<file path="config.mk">
export PLATFORM = sky130hd
export DESIGN_NAME = tdm_rx_capture
export DESIGN_NICKNAME = d
export VERILOG_FILES = /design/src/rtl/tdm_rx_pkg.sv /design/src/rtl/tdm_frame_timer.sv /design/src/rtl/tdm_deser.sv /design/src/rtl/tdm_wr_sched.sv /design/src/rtl/tdm_rx_capture.sv
export SDC_FILE = /design/constraint.sdc
export NUM_CORES = 1
export LEC_CHECK = 0
export BUFFER_PORTS_ARGS = -buffer_cell sky130_fd_sc_hd__buf_4
export CAP_MARGIN = 15
export CORE_UTILIZATION = 54
export CTS_CLUSTER_DIAMETER = 60
export DETAILED_ROUTE_END_ITERATION = 8
export PLACE_DENSITY = 0.81
export SLEW_MARGIN = 10
export SYNTH_ARGS = -nofsm -noshare
export SYNTH_HDL_FRONTEND = slang
export SYNTH_SLANG_ARGS = --single-unit
</file>
<file path="constraint.sdc">
create_clock -name clk_i -period 1.6 [get_ports clk_i]
set_input_delay 0.32 -clock clk_i [delete_from_list [all_inputs] [get_ports clk_i]]
set_output_delay 0.32 -clock clk_i [all_outputs]
set_load 0.03 [all_outputs]
</file>
<file path="src/rtl/tdm_rx_pkg.sv">
package tdm_rx_pkg;
  localparam int unsigned DEF_ST_N  = 8;
  localparam int unsigned DEF_CH_N  = 32;
  localparam int unsigned DEF_BIT_W = 8;
endpackage

</file>
<file path="src/rtl/tdm_frame_timer.sv">
module tdm_frame_timer #(
  parameter int unsigned CH_N  = tdm_rx_pkg::DEF_CH_N,
  parameter int unsigned BIT_W = tdm_rx_pkg::DEF_BIT_W,
  localparam int unsigned CH_W   = $clog2(CH_N),
  localparam int unsigned BI_W   = $clog2(BIT_W),
  localparam int unsigned SLOT_W = BI_W + 1,
  localparam int unsigned CNT_W  = CH_W + SLOT_W
) (
  input  logic              clk_i,
  input  logic              rst_ni,
  input  logic              fp_ni,
  output logic [CH_W-1:0]   chan_o,
  output logic [BI_W-1:0]   bit_o,
  output logic [SLOT_W-1:0] slot_o,
  output logic              frame_start_o,
  output logic              sample_o
);
  logic [CNT_W-1:0] cnt_q;

  always_ff @(posedge clk_i or negedge rst_ni) begin
    if (!rst_ni)     cnt_q <= '0;
    else if (!fp_ni) cnt_q <= '0;
    else             cnt_q <= cnt_q + CNT_W'(1);
  end

  assign chan_o        = cnt_q[CNT_W-1:SLOT_W];
  assign slot_o        = cnt_q[SLOT_W-1:0];
  assign bit_o         = BI_W'(BIT_W-1) - cnt_q[SLOT_W-1:1];
  assign frame_start_o = (cnt_q == '0);
  // first half of a bit cell: capture at its closing edge
  assign sample_o      = ~cnt_q[0];


  fp_restart_chk: assert property (@(posedge clk_i) disable iff (!rst_ni)
    !fp_ni |=> frame_start_o);

  bit_hold_chk: assert property (@(posedge clk_i) disable iff (!rst_ni)
    (fp_ni && sample_o) |=> ($stable(bit_o) && $stable(chan_o)));

  start_pos_chk: assert property (@(posedge clk_i) disable iff (!rst_ni)
    frame_start_o |-> (chan_o == '0 && bit_o == BI_W'(BIT_W-1)));
endmodule

</file>
<file path="src/rtl/tdm_deser.sv">
module tdm_deser #(
  parameter int unsigned ST_N  = tdm_rx_pkg::DEF_ST_N,
  parameter int unsigned BIT_W = tdm_rx_pkg::DEF_BIT_W
) (
  input  logic                       clk_i,
  input  logic                       rst_ni,
  input  logic                       sample_i,
  input  logic [ST_N-1:0]            st_i,
  output logic [ST_N-1:0][BIT_W-1:0] bytes_o
);
  for (genvar g = 0; g < ST_N; g++) begin : g_lane
    logic [BIT_W-1:0] sh_q;

    always_ff @(posedge clk_i or negedge rst_ni) begin
      if (!rst_ni)       sh_q <= '0;
      else if (sample_i) sh_q <= {sh_q[BIT_W-2:0], st_i[g]};
    end

    assign bytes_o[g] = sh_q;


    lane_sample_chk: assert property (@(posedge clk_i) disable iff (!rst_ni)
      sample_i |=> (sh_q[0] == $past(st_i[g])));
  end
endmodule

</file>
<file path="src/rtl/tdm_wr_sched.sv">
module tdm_wr_sched #(
  parameter int unsigned ST_N  = tdm_rx_pkg::DEF_ST_N,
  parameter int unsigned CH_N  = tdm_rx_pkg::DEF_CH_N,
  parameter int unsigned BIT_W = tdm_rx_pkg::DEF_BIT_W,
  localparam int unsigned ST_W   = $clog2(ST_N),
  localparam int unsigned CH_W   = $clog2(CH_N),
  localparam int unsigned SLOT_W = $clog2(BIT_W) + 1,
  localparam int unsigned ADDR_W = ST_W + CH_W
) (
  input  logic                       clk_i,
  input  logic                       rst_ni,
  input  logic [SLOT_W-1:0]          slot_i,
  input  logic [CH_W-1:0]            chan_i,
  input  logic [ST_N-1:0][BIT_W-1:0] bytes_i,
  output logic                       wr_en_o,
  output logic [ADDR_W-1:0]          wr_addr_o,
  output logic [BIT_W-1:0]           wr_data_o
);
  logic [ST_N-1:0][BIT_W-1:0] hold_q;
  logic [CH_W-1:0]            hold_ch_q;
  logic                       hold_vld_q;
  logic                       load;
  logic [ST_W-1:0]            idx;

  // last cycle of a channel slot: all lanes hold a full byte
  assign load = &slot_i;
  assign idx  = slot_i[ST_W-1:0];

  always_ff @(posedge clk_i or negedge rst_ni) begin
    if (!rst_ni) begin
      hold_q     <= '0;
      hold_ch_q  <= '0;
      hold_vld_q <= 1'b0;
    end else if (load) begin
      hold_q     <= bytes_i;
      hold_ch_q  <= chan_i;
      hold_vld_q <= 1'b1;
    end
  end

  assign wr_en_o   = hold_vld_q && (32'(slot_i) < ST_N);
  assign wr_addr_o = {idx, hold_ch_q};
  assign wr_data_o = hold_q[idx];


  win_first_chk: assert property (@(posedge clk_i) disable iff (!rst_ni)
    $rose(wr_en_o) |-> (wr_addr_o[ADDR_W-1 -: ST_W] == '0));

  win_tag_chk: assert property (@(posedge clk_i) disable iff (!rst_ni)
    (wr_en_o && !load && !$past(load)) |=> $stable(hold_ch_q));
endmodule

</file>
<file path="src/rtl/tdm_rx_capture.sv">
module tdm_rx_capture #(
  parameter int unsigned ST_N  = tdm_rx_pkg::DEF_ST_N,
  parameter int unsigned CH_N  = tdm_rx_pkg::DEF_CH_N,
  parameter int unsigned BIT_W = tdm_rx_pkg::DEF_BIT_W,
  localparam int unsigned ST_W   = $clog2(ST_N),
  localparam int unsigned CH_W   = $clog2(CH_N),
  localparam int unsigned BI_W   = $clog2(BIT_W),
  localparam int unsigned SLOT_W = BI_W + 1,
  localparam int unsigned ADDR_W = ST_W + CH_W
) (
  input  logic              clk_i,
  input  logic              rst_ni,
  input  logic              fp_ni,
  input  logic [ST_N-1:0]   st_i,
  output logic              wr_en_o,
  output logic [ADDR_W-1:0] wr_addr_o,
  output logic [BIT_W-1:0]  wr_data_o,
  output logic [CH_W-1:0]   chan_o,
  output logic [BI_W-1:0]   bit_o,
  output logic              frame_start_o
);
  logic [SLOT_W-1:0]          slot;
  logic                       sample;
  logic [ST_N-1:0][BIT_W-1:0] bytes;

  tdm_frame_timer #(.CH_N(CH_N), .BIT_W(BIT_W)) u_timer (
    .clk_i         (clk_i),
    .rst_ni        (rst_ni),
    .fp_ni         (fp_ni),
    .chan_o        (chan_o),
    .bit_o         (bit_o),
    .slot_o        (slot),
    .frame_start_o (frame_start_o),
    .sample_o      (sample)
  );

  tdm_deser #(.ST_N(ST_N), .BIT_W(BIT_W)) u_deser (
    .clk_i    (clk_i),
    .rst_ni   (rst_ni),
    .sample_i (sample),
    .st_i     (st_i),
    .bytes_o  (bytes)
  );

  tdm_wr_sched #(.ST_N(ST_N), .CH_N(CH_N), .BIT_W(BIT_W)) u_sched (
    .clk_i     (clk_i),
    .rst_ni    (rst_ni),
    .slot_i    (slot),
    .chan_i    (chan_o),
    .bytes_i   (bytes),
    .wr_en_o   (wr_en_o),
    .wr_addr_o (wr_addr_o),
    .wr_data_o (wr_data_o)
  );
endmodule

</file>
After elaboration in Yosys (flattened, before gate mapping)
Index checks and enable logic that the tools add are counted.
{"block": "totals", "ff_bits": 143, "latchBits": 0, "ram_bits": 0, "mem_bits_ro": 0, "input_bits": 11, "out_inout_bits": 26, "wordCells": 29, "n_memories": 0}
{"block": "classes", "addsub": 2, "multipliers": 0, "n_div": 0, "n_lt_le_gt_ge": 2, "eq_ne": 0, "n_shift": 0, "n_mux": 3, "n_bitwise": 0, "reduce_logical": 3}
{"operator": "$bmux 8 s3", "n": 1}
{"operator": "$add 9x1->9 const B", "n": 1}
{"operator": "$logic_not 9->1", "n": 1}
{"operator": "$mux 9", "n": 1}
{"operator": "$mux 8", "n": 1}
{"operator": "$lt 3x4->1 const B", "n": 1}
{"operator": "$lt 4x4->1 const B", "n": 1}
{"operator": "$reduce_and 4->1", "n": 1}
{"operator": "$sub 3x3->3 const A", "n": 1}
{"operator": "$logic_and 1x1->1", "n": 1}

Depth between registers and ports, before layout
Gate-level depths: netlist of the first run.
{"block": "depth", "depth_word": 2, "ltp_mapped": 7, "depth_no_buf": 4}

Modules after synthesis
A second synthesis of the first run with hierarchy kept.
{"block": "unflattened", "cells_unflattened": 363, "area_unflattened_um2": 6311.1}
{"module": "tdm_wr_sched", "n_inst": 1, "cells_per_inst": 181, "area_each_um2": 3156.8, "seq_area_each_um2": 1751.7}
{"module": "tdm_deser", "n_inst": 1, "cells_per_inst": 135, "area_each_um2": 2678.8, "seq_area_each_um2": 1601.5}
{"module": "tdm_frame_timer", "n_inst": 1, "cells_per_inst": 47, "area_each_um2": 475.5, "seq_area_each_um2": 225.2}

Least setup slack after synthesis of the first run
OpenSTA, ideal clock, no wires.
{"block": "synth_path", "kind": "register to output", "from": "register u_timer.cnt_q[1]", "to": "output port frame_start_o", "t_arrival_ns": 1.503, "t_required_ns": 1.280, "setup_slack_ns": -0.223, "path_stages_with_launch": 5, "n_path_buf": 1, "path_cell_list": "dfrtp_1 buf_2 clkinv_1 ha_1 and4b_1"}
{"block": "synth_via", "elab_chain_len": 1}
{"item": "start: declaration", "line": "tdm_frame_timer.sv:18", "source": "logic [CNT_W-1:0] cnt_q;"}
{"item": "start signal: assignment", "line": "tdm_frame_timer.sv:23", "source": "else cnt_q <= cnt_q + CNT_W'(1);"}
{"item": "$logic_not 9->1", "line": "tdm_frame_timer.sv:29", "source": "assign frame_start_o = (cnt_q == '0);"}
{"item": "end: declaration", "line": "tdm_rx_capture.sv:20", "source": "output logic frame_start_o"}
No other way between the ends.

Final worst setup path of the first run
{"block": "layout_path", "from": "register u_timer.cnt_q[0]", "to": "output port wr_data_o[3]"}
{"block": "layout_via", "elab_chain_len": 2}
{"item": "$bmux 8 s3", "line": "tdm_wr_sched.sv:43", "source": "assign wr_data_o = hold_q[idx];"}
{"item": "$mux 8 (implied by the code)", "line": "tdm_wr_sched.sv:43"}
{"item": "end: declaration", "line": "tdm_rx_capture.sv:17", "source": "output logic [BIT_W-1:0] wr_data_o,"}
No other way between the ends. The select of a mux whose other input is x is not followed.

==> results of run 1 <==
what timing repair did:
action                                 CTS  global route
setup buffers                           15            11
hold buffers                             1             0
pin swaps                                8             0
cloned                                  11             2
endpoints found under the hold margin   77             0
gates resized for setup                 78            54
setup endpoints to repair               82            91
synth_stat cells (2+ instances only):
library cell	instances	area [um^2]
mux4_2	16	360
nand2b_1	4	25.0
buf_2	22	110
nand3_1	5	25.0
xnor2_1	2	17.5
nand2_1	230	863
o21ai_0	2	10.0
ha_1	2	25.0
buf_4	7	52.6
and2_1	4	25.0
inv_1	4	15.0
nor2b_1	2	12.5
dfrtp_1	143	3580
mux2_2	64	721
clkbuf_1	2	7.51
flip-flops by register name, summed over array words and instances, names as in the netlist:
| name | flops |
|---|---|
| u_deser.g_lane.sh_q | 64 |
| u_sched.hold_q | 64 |
| u_timer.cnt_q | 9 |
| u_sched.hold_ch_q | 5 |
| u_sched.hold_vld_q | 1 |
cell families (layout without fill, tap and decap cells):
kind of cell / count (synthesis) / after routing
AOI/OAI and AO/OA: 7 / 7
and+or+nand+nor: 251 / 252
adders and majority gates: 2 / 2
buffers and inverters: 37 / 135
muxes: 81 / 81
DFF: 143 / 143
xor gates and xnor gates: 3 / 3
cell type report:
type | count | area [um^2]
clock buffers | 18 | 428
clock inverters | 14 | 181
fillers | 522 | 2690
inverters | 5 | 25.0
multi-input cells | 345 | 2460
flip-flops and latches | 143 | 3590
well taps | 140 | 175
repair buffers | 98 | 1240
worst max-delay path by stage:
stage	startpoint	to	cells past startpoint
final	u_timer.cnt_q[0]$_DFF_PN0_	wr_data_o[3]	5
after global routing	u_timer.cnt_q[0]$_DFF_PN0_	wr_data_o[3]	5
after CTS	u_timer.cnt_q[0]$_DFF_PN0_	wr_data_o[3]	5
after detailed placement	u_timer.cnt_q[0]$_DFF_PN0_	wr_data_o[2]	5
after global placement	u_timer.cnt_q[0]$_DFF_PN0_	wr_data_o[5]	5
after floorplan	u_timer.cnt_q[0]$_DFF_PN0_	wr_data_o[0]	4
metal layers:
layer	up-vias	wire length, um
met3	130	1800
met2	352	9520
met5	-	0
li1	1892	-
met4	0	1250
met1	2417	6940
power groups by stage:
stage	Clock (mW)	Sequential [mW]	Combinational [mW]
floorplan	0	4.33	0.582
finish	4.15	4.50	0.961
CTS	4.05	4.43	0.883
global route	4.29	4.54	1.02
global placement	0	4.43	0.771
detailed placement	0	4.46	0.806
layout by cell type (no fill, tap or decap), types with 2 or more instances in the layout:
master | netlist | routed
nand2_1 | 230 | 164
inv_1 | 4 | 2
buf_6 | 1 | 28
buf_12 | 0 | 11
clkinvlp_4 | 0 | 4
buf_16 | 0 | 9
mux2_2 | 64 | 64
xnor2_1 | 2 | 2
nand3_1 | 5 | 3
nand2_2 | 0 | 65
mux4_2 | 16 | 16
and2_1 | 4 | 4
nand2b_1 | 4 | 4
nand3_4 | 0 | 2
clkbuf_16 | 0 | 18
clkinv_4 | 0 | 5
dfrtp_2 | 0 | 3
clkbuf_8 | 0 | 2
buf_8 | 0 | 6
inv_6 | 0 | 3
buf_4 | 7 | 41
bufinv_16 | 0 | 3
dfrtp_1 | 143 | 139
==> summary.txt, run 1 <==
Status
  • Status: finished, violations left
  • Failing checks: setup timing

Critical path
  • Reg-to-Reg End: u_timer.cnt_q[8]$_DFF_PN0_
  • CP Buf/Inv Count: 2
  • R2R Setup Slk: -0.44 ns
  • Cell breakdown of the critical path: buf_12, mux4_2, nand2_1, nand2_2, buf_4
  • RR Startpoint: u_timer.cnt_q[0]$_DFF_PN0_
  • Peak per-stage delay on the critical path: 0.51 ns
  • Worst EP arrival: 2.04 ns
  • Setup crit end kind: primary output
  • Setup Crit Path Kind: flip-flop to primary output
  • Critical path fanouts, max: 13
  • CP max-delay cell: mux4_2
  • Setup crit start kind: flip-flop
  • CP Data Required Time: 1.28 ns
  • Delay-heaviest family, CP: multiplexers
  • R2R depth: 9

Logic synthesis
  • Syn_area_per_cell: 11.4 um^2
  • Simple-Gate Fraction of Synth Area: 0.167
  • #FFs+latches synth: 143
  • Post-Syn Area: 0.00597 mm^2
  • Largest family of logic cells by synthesized area: multiplexers
  • Sequential share of the synthesized area: 0.600
  • Synth Area in Adders: 0.00419
  • Top_reg_cell synth: dfrtp_1
  • Mapped Cells: 524
  • Synth cell types: 30
  • Post-synth EDFFs: 0
  • Yosys warns: 0
  • Compound-Gate Fraction of Synth Area: 0.00839
  • Xor/xnor share of the synthesized area: 0.00440
  • Synth Net Count: 537
  • Mux contribution to synthesized area: 0.183
  • Synth async-reset ratio: 1.00

Power
  • Sequential Power Share: 0.468
  • Sw frac: 0.268
  • Switching pwr: 2.57 mW
  • Combinational power share: 0.100
  • Power, Total: 9.62 mW
  • Clk pwr share: 0.432
  • Power Density: 1190 mW/mm^2
  • Internal: 7.04 mW
  • Lkg Pwr: 3.95 nW
  • Max IR drop VDD: 0.773 mV

Cells and area
  • Design area: 0.00810 mm^2
  • # nets final: 623
  • Util after Layout: 0.751
  • Synthesis-to-finish area growth: 35.8%
  • Layout cells sized above 1: 0.467
  • Final Non-Filler Cells: 763
  • ANT cells: 0

Place
  • Number of port buffers: 36
  • GPL Wtd Cong: 0.800
  • Placed Cells: 692
  • Post-place setup slack: -0.166 ns
  • Hpwl dp: 7.84 mm
  • Placed Instance Area: 0.00653 mm^2

Timing
  • Unrepaired setup endpoints after global routing: true
  • Final setup violation count: 90
  • Worst hold margin: 0.00460 ns
  • Relative slew slack: 0.758
  • Final Worst Setup Slack: -0.761 ns
  • Hold Fails Final Rpt: 0
  • Skew final: 0.00803 ns
  • Setup TNS: -33.76 ns
  • Slew Limit Fails: 0
  • Fmax achieved: 0.424 GHz
  • Period utilization: 1.48
  • Minimum clock period: 2.36 ns
  • Worst-margin pin slew: 0.363 ns

Job
  • Max_cap viols: 0

Die
  • Die H: 107 um
  • Die area: 0.0115 mm^2
  • Starting Density: 0.553
  • Width of the chip: 107 um
  • # IOs: 37
  • Site row count: 38
  • Core region area: 0.0108 mm^2

Clock network
  • Total CTS buffers: 17
  • Clock sinks: 143
  • CTS tree: done
  • Max clock buf depth: 2
  • Clock Latency Late Sink: 0.55 ns
  • Clock Tree Root: clkbuf_8
  • Clock-pin slew on the worst setup and hold paths: 0.07 ns
  • H-tree levels: 4

Global route
  • Initial antenna violation count: 0
  • Total track usage: 0.324
  • Routing usage on met1: 0.421
  • GRT met2 Usage: 0.521
  • Global-route wire length before repair: 27.0 mm
  • Largest net degree at the start of global routing: 52
  • Grt ovf: 0
  • Vias in the first global route: 4,731
  • GR peak layer: met2
  • M3 GR Usage: 0.0723

Detailed routing
  • Via count: 4,791
  • Avg Vias per Cell: 6.28
  • DRT Pass-1 Iters: 7
  • DRC Markers: 0
  • Final WL: 19.5 mm
  • Antenna-violating nets left: 0
  • First DRT Iteration DRCs: 506
  • DR WL/cell: 25.6 um

Hold path
  • Hold worst-path end: u_deser.g_lane[4].sh_q[0]$_DFFE_PN0N_
  • Hold wc startpoint: st_i[4]
  • Hold Crit Depth: 2
  • Worst min path class: input port to flip-flop
Power figures use the tool's default switching activity.
==> run 2, diff against run 1 <==
--- a/config.mk
+++ b/config.mk
@@ -7,11 +7,12 @@
 export LEC_CHECK = 0
 export BUFFER_PORTS_ARGS = -buffer_cell sky130_fd_sc_hd__buf_4
 export CAP_MARGIN = 15
-export CORE_UTILIZATION = 54
+export CORE_UTILIZATION = 45
 export CTS_CLUSTER_DIAMETER = 60
 export DETAILED_ROUTE_END_ITERATION = 8
-export PLACE_DENSITY = 0.81
+export PLACE_DENSITY = 0.7
 export SLEW_MARGIN = 10
 export SYNTH_ARGS = -nofsm -noshare
 export SYNTH_HDL_FRONTEND = slang
+export SYNTH_HIERARCHICAL = 1
 export SYNTH_SLANG_ARGS = --single-unit
==> summary.txt, run 2 <==
Status
  • Status: finished, violations left
  • Failing checks: setup timing

Cells and area
  • Commonest non-fill, non-tap cells in the layout: dfrtp_1, mux2_4, mux2_2
  • Multi-input logic area: 0.00258 mm^2 (+4.8%)
  • ANT cells: 0 (unchanged)
  • Layout cells sized above 1: 0.597 (+0.130)
  • FF/Latch Area: 0.00358 mm^2 (-0.14%)
  • Commonest non-fill, non-tap cell in the layout: dfrtp_1
  • Util after Layout: 0.577 (-0.173)
  • Synthesis-to-finish area growth: 23.1%
  • # nets final: 444 (-29%)
  • Fillers: 1,040 (+99%)
  • Largest registers: u_deser/g_lane.sh_q (64), u_sched/hold_q (64), u_timer/cnt_q (9)

Global route
  • Initial antenna violation count: 0 (unchanged)
  • Total track usage: 0.169 (-0.156)
  • Largest net degree at the start of global routing: 65 (+25%)
  • Global-route wire length before repair: 18.2 mm (-33%)
  • Vias in the first global route: 3,399 (-28%)
  • Grt ovf: 0 (unchanged)

Power
  • Clk pwr share: 0.407 (-0.025)
  • Max IR drop VDD: 0.677 mV (-12%)
  • Internal: 7.30 mW (+3.6%)
  • Sequential Power Share: 0.472 (+0.004)
  • Combinational power share: 0.121 (+0.021)
  • Lkg Pwr: 3.88 nW (-1.8%)
  • Power Density: 1210 mW/mm^2 (+1.8%)
  • Switching pwr: 2.09 mW (-19%)
  • Sw frac: 0.223 (-0.0451)

Critical path
  • RR Startpoint: u_timer/cnt_q[2]$_DFF_PN0_
  • Critical path fanouts, max: 4 (-9)
  • CP Capture Point: wr_data_o[1]
  • CP Data Required Time: 1.28 ns (about the same)
  • Reg-to-Reg End: u_sched/hold_q[45]$_DFFE_PN0P_
  • Setup Crit Path Kind: flip-flop to primary output
  • Setup crit end kind: primary output
  • Setup crit start kind: flip-flop
  • R2R Setup Slk: -0.19 ns (+0.25 ns)
  • Worst EP arrival: 2.03 ns (about the same)
  • CP Launch Point: u_timer/cnt_q[0]$_DFF_PN0_
  • R2R depth: 7 (-2)

Clock network
  • Clock Tree Root: clkbuf_16
  • Clock sinks: 143 (unchanged)
  • CTS tree: done
  • Max clock buf depth: 2 (unchanged)
  • Total CTS buffers: 17 (unchanged)
  • Clock-pin slew on the worst setup and hold paths: 0.05 ns (-0.02 ns)
  • Clock Latency Late Sink: 0.41 ns (-0.14 ns)
  • H-tree levels: 4 (unchanged)

Job
  • Max_cap viols: 0 (unchanged)

Timing
  • Slew Limit Fails: 0 (unchanged)
  • Skew final: 0.00657 ns (-0.00145 ns)
  • Worst-margin pin slew: 0.343 ns (-0.0204 ns)
  • Unrepaired setup endpoints after global routing: true
  • Minimum clock period: 2.35 ns (-0.0121 ns)
  • Period utilization: 1.47 (-0.00754)
  • Worst hold margin: 0.138 ns (+0.134 ns)
  • Relative slew slack: 0.771 (+0.0139)
  • Final setup violation count: 82 (-8.9%)
  • Final Worst Setup Slack: -0.749 ns (+0.0121 ns)
  • Fmax achieved: 0.426 GHz (+0.51%)
  • Setup TNS: -17.85 ns (+15.91 ns)
  • Hold Fails Final Rpt: 0 (unchanged)

Logic synthesis
  • Sequential share of the synthesized area: 0.567 (-0.0327)
  • Mux contribution to synthesized area: 0.355 (+0.172)
  • #FFs+latches synth: 143 (unchanged)
  • Synth top area share: 0.567 (-0.0327)
  • Synth cell types: 34 (+13%)
  • Synth async-reset ratio: 1.00 (unchanged)
  • Commonest cells in the netlist: dfrtp_1, mux2_2, mux2_4, mux4_1, buf_2
  • Largest family of logic cells by synthesized area: multiplexers
  • Yosys top cell by area: dfrtp_1
  • Post-Syn Area: 0.00631 mm^2 (+5.8%)
  • Compound-Gate Fraction of Synth Area: 0.00634 (-0.00204)
  • Syn_area_per_cell: 17.4 um^2 (+53%)
  • Synth Area in Adders: 0.00397 (-0.000229)
  • Simple-Gate Fraction of Synth Area: 0.0240 (-0.143)
  • Largest cells by area after synthesis: dfrtp_1, mux2_4, mux2_2
  • Xor/xnor share of the synthesized area: 0.00416 (-0.000240)
  • Yosys warns: 6 (+6)
  • Post-synth EDFFs: 0 (unchanged)
  • Count leader, synth: dfrtp_1
  • Top_reg_cell synth: dfrtp_1
  • Mapped Cells: 363 (-31%)
  • Synth Net Count: 376 (-30%)

Hold path
  • Worst min path class: input port to flip-flop

Detailed routing
  • First DRT Iteration DRCs: 129 (-75%)
  • Avg Vias per Cell: 5.13 (-18%)
  • Antenna-violating nets left: 0 (unchanged)
  • Final WL: 11.2 mm (-43%)
  • Via count: 3,181 (-34%)
  • DR WL/cell: 18.1 um (-29%)
  • DRT Pass-1 Iters: 4 (-3)
  • DRC Markers: 0 (unchanged)

Die
  • Die area: 0.0145 mm^2 (+26%)
  • # IOs: 37 (unchanged)
  • Die H: 120 um (+12%)
  • Core region area: 0.0135 mm^2 (+25%)
  • Width of the chip: 120 um (+12%)
  • Site row count: 42 (+11%)
  • Starting Density: 0.469 (-0.0837)

Place
  • Hpwl dp: 7.24 mm (-7.6%)
  • Number of port buffers: 36 (unchanged)
  • GPL Wtd Cong: 0.730 (-8.8%)
## run 2: cell types whose count changed after synthesis, sizes merged
| cell | previous run | this run |
|---|---|---|
| buf | 30 | 21 |
| a21boi | 1 | 2 |
| o41ai | 1 | 0 |
| o311ai | 1 | 0 |
| inv | 4 | 5 |
| mux2 | 64 | 141 |
| or3 | 1 | 2 |
| nand2 | 230 | 1 |
| nand3 | 5 | 4 |
| nand4 | 1 | 3 |
| nand2b | 4 | 3 |
| clkinv | 1 | 0 |
## run 2: worst min path at each step
stage / from / endpoint / depth (start not counted)
final: st_i[2] / u_deser/g_lane[2].sh_q[0]$_DFFE_PN0P_ / 2
after global routing: st_i[0] / u_deser/g_lane[0].sh_q[0]$_DFFE_PN0P_ / 2
after CTS: st_i[2] / u_deser/g_lane[2].sh_q[0]$_DFFE_PN0P_ / 2
after detailed placement: rst_ni / u_deser/g_lane[7].sh_q[7]$_DFFE_PN0P_ / 2
after global placement: rst_ni / u_deser/g_lane[2].sh_q[7]$_DFFE_PN0P_ / 2
after floorplan: rst_ni / u_deser/g_lane[0].sh_q[0]$_DFFE_PN0P_ / 0
## run 2: worst max-delay path: stages, from the launching register on
cell,delay (ns)
dfrtp_2,0.41
buf_4,0.13
mux4_4,0.62
mux2_4,0.30
buf_6,0.14
## run 2: kinds of logic after synthesis
group	after synthesis
DFF	143
muxes	158
adders and majority gates	2
and+or+nand+nor	23
xor gates and xnor gates	3
buffers and inverters	28
AOI/OAI and AO/OA	6
## run 2: layer usage
layer,wire length [um],up-vias,GRT usage
met3,439,11,0.0590
met2,5510,58,0.262
met4,157,0,0.0633
met5,0,-,0
li1,-,1458,-
met1,5100,1654,0.217
## run 2: final cells by class
class | instances | area share
multi-input combinational | 192 | 0.332
timing repair buffer | 72 | 0.101
clock inverter | 6 | 0.0103
inverter | 5 | 0.00274
clock buffer | 26 | 0.0643
tap | 176 | 0.0283
sequential | 143 | 0.461
## run 2: timing repair
action,CTS,global route
cloned,0,2
hold buffers,1,0
pin swaps,1,6
gates resized for setup,18,40
endpoints found under the hold margin,143,0
setup endpoints to repair,12,26
buffers inserted,3,10
## run 2: power groups by stage
stage	Combinational, mW	Clock [mW]	Sequential, mW
2_1_floorplan	0.879	0	4.36
3_3_place_gp	1.05	0	4.46
3_5_place_dp	1.08	0	4.48
4_1_cts	1.10	3.92	4.43
5_1_grt	1.21	4.08	4.49
6_report	1.14	3.83	4.43
## run 2: per-stage QoR
stage	total power, mW	instances	area (um^2)	worst slack (ns)
after floorplan	5.24	363	6310	-0.246
after CTS	9.46	609	7540	-0.761
after global placement	5.50	574	6890	-0.321
final	9.39	620	7770	-0.749
after detailed placement	5.56	574	6890	-0.326
after global routing	9.78	620	7770	-0.812
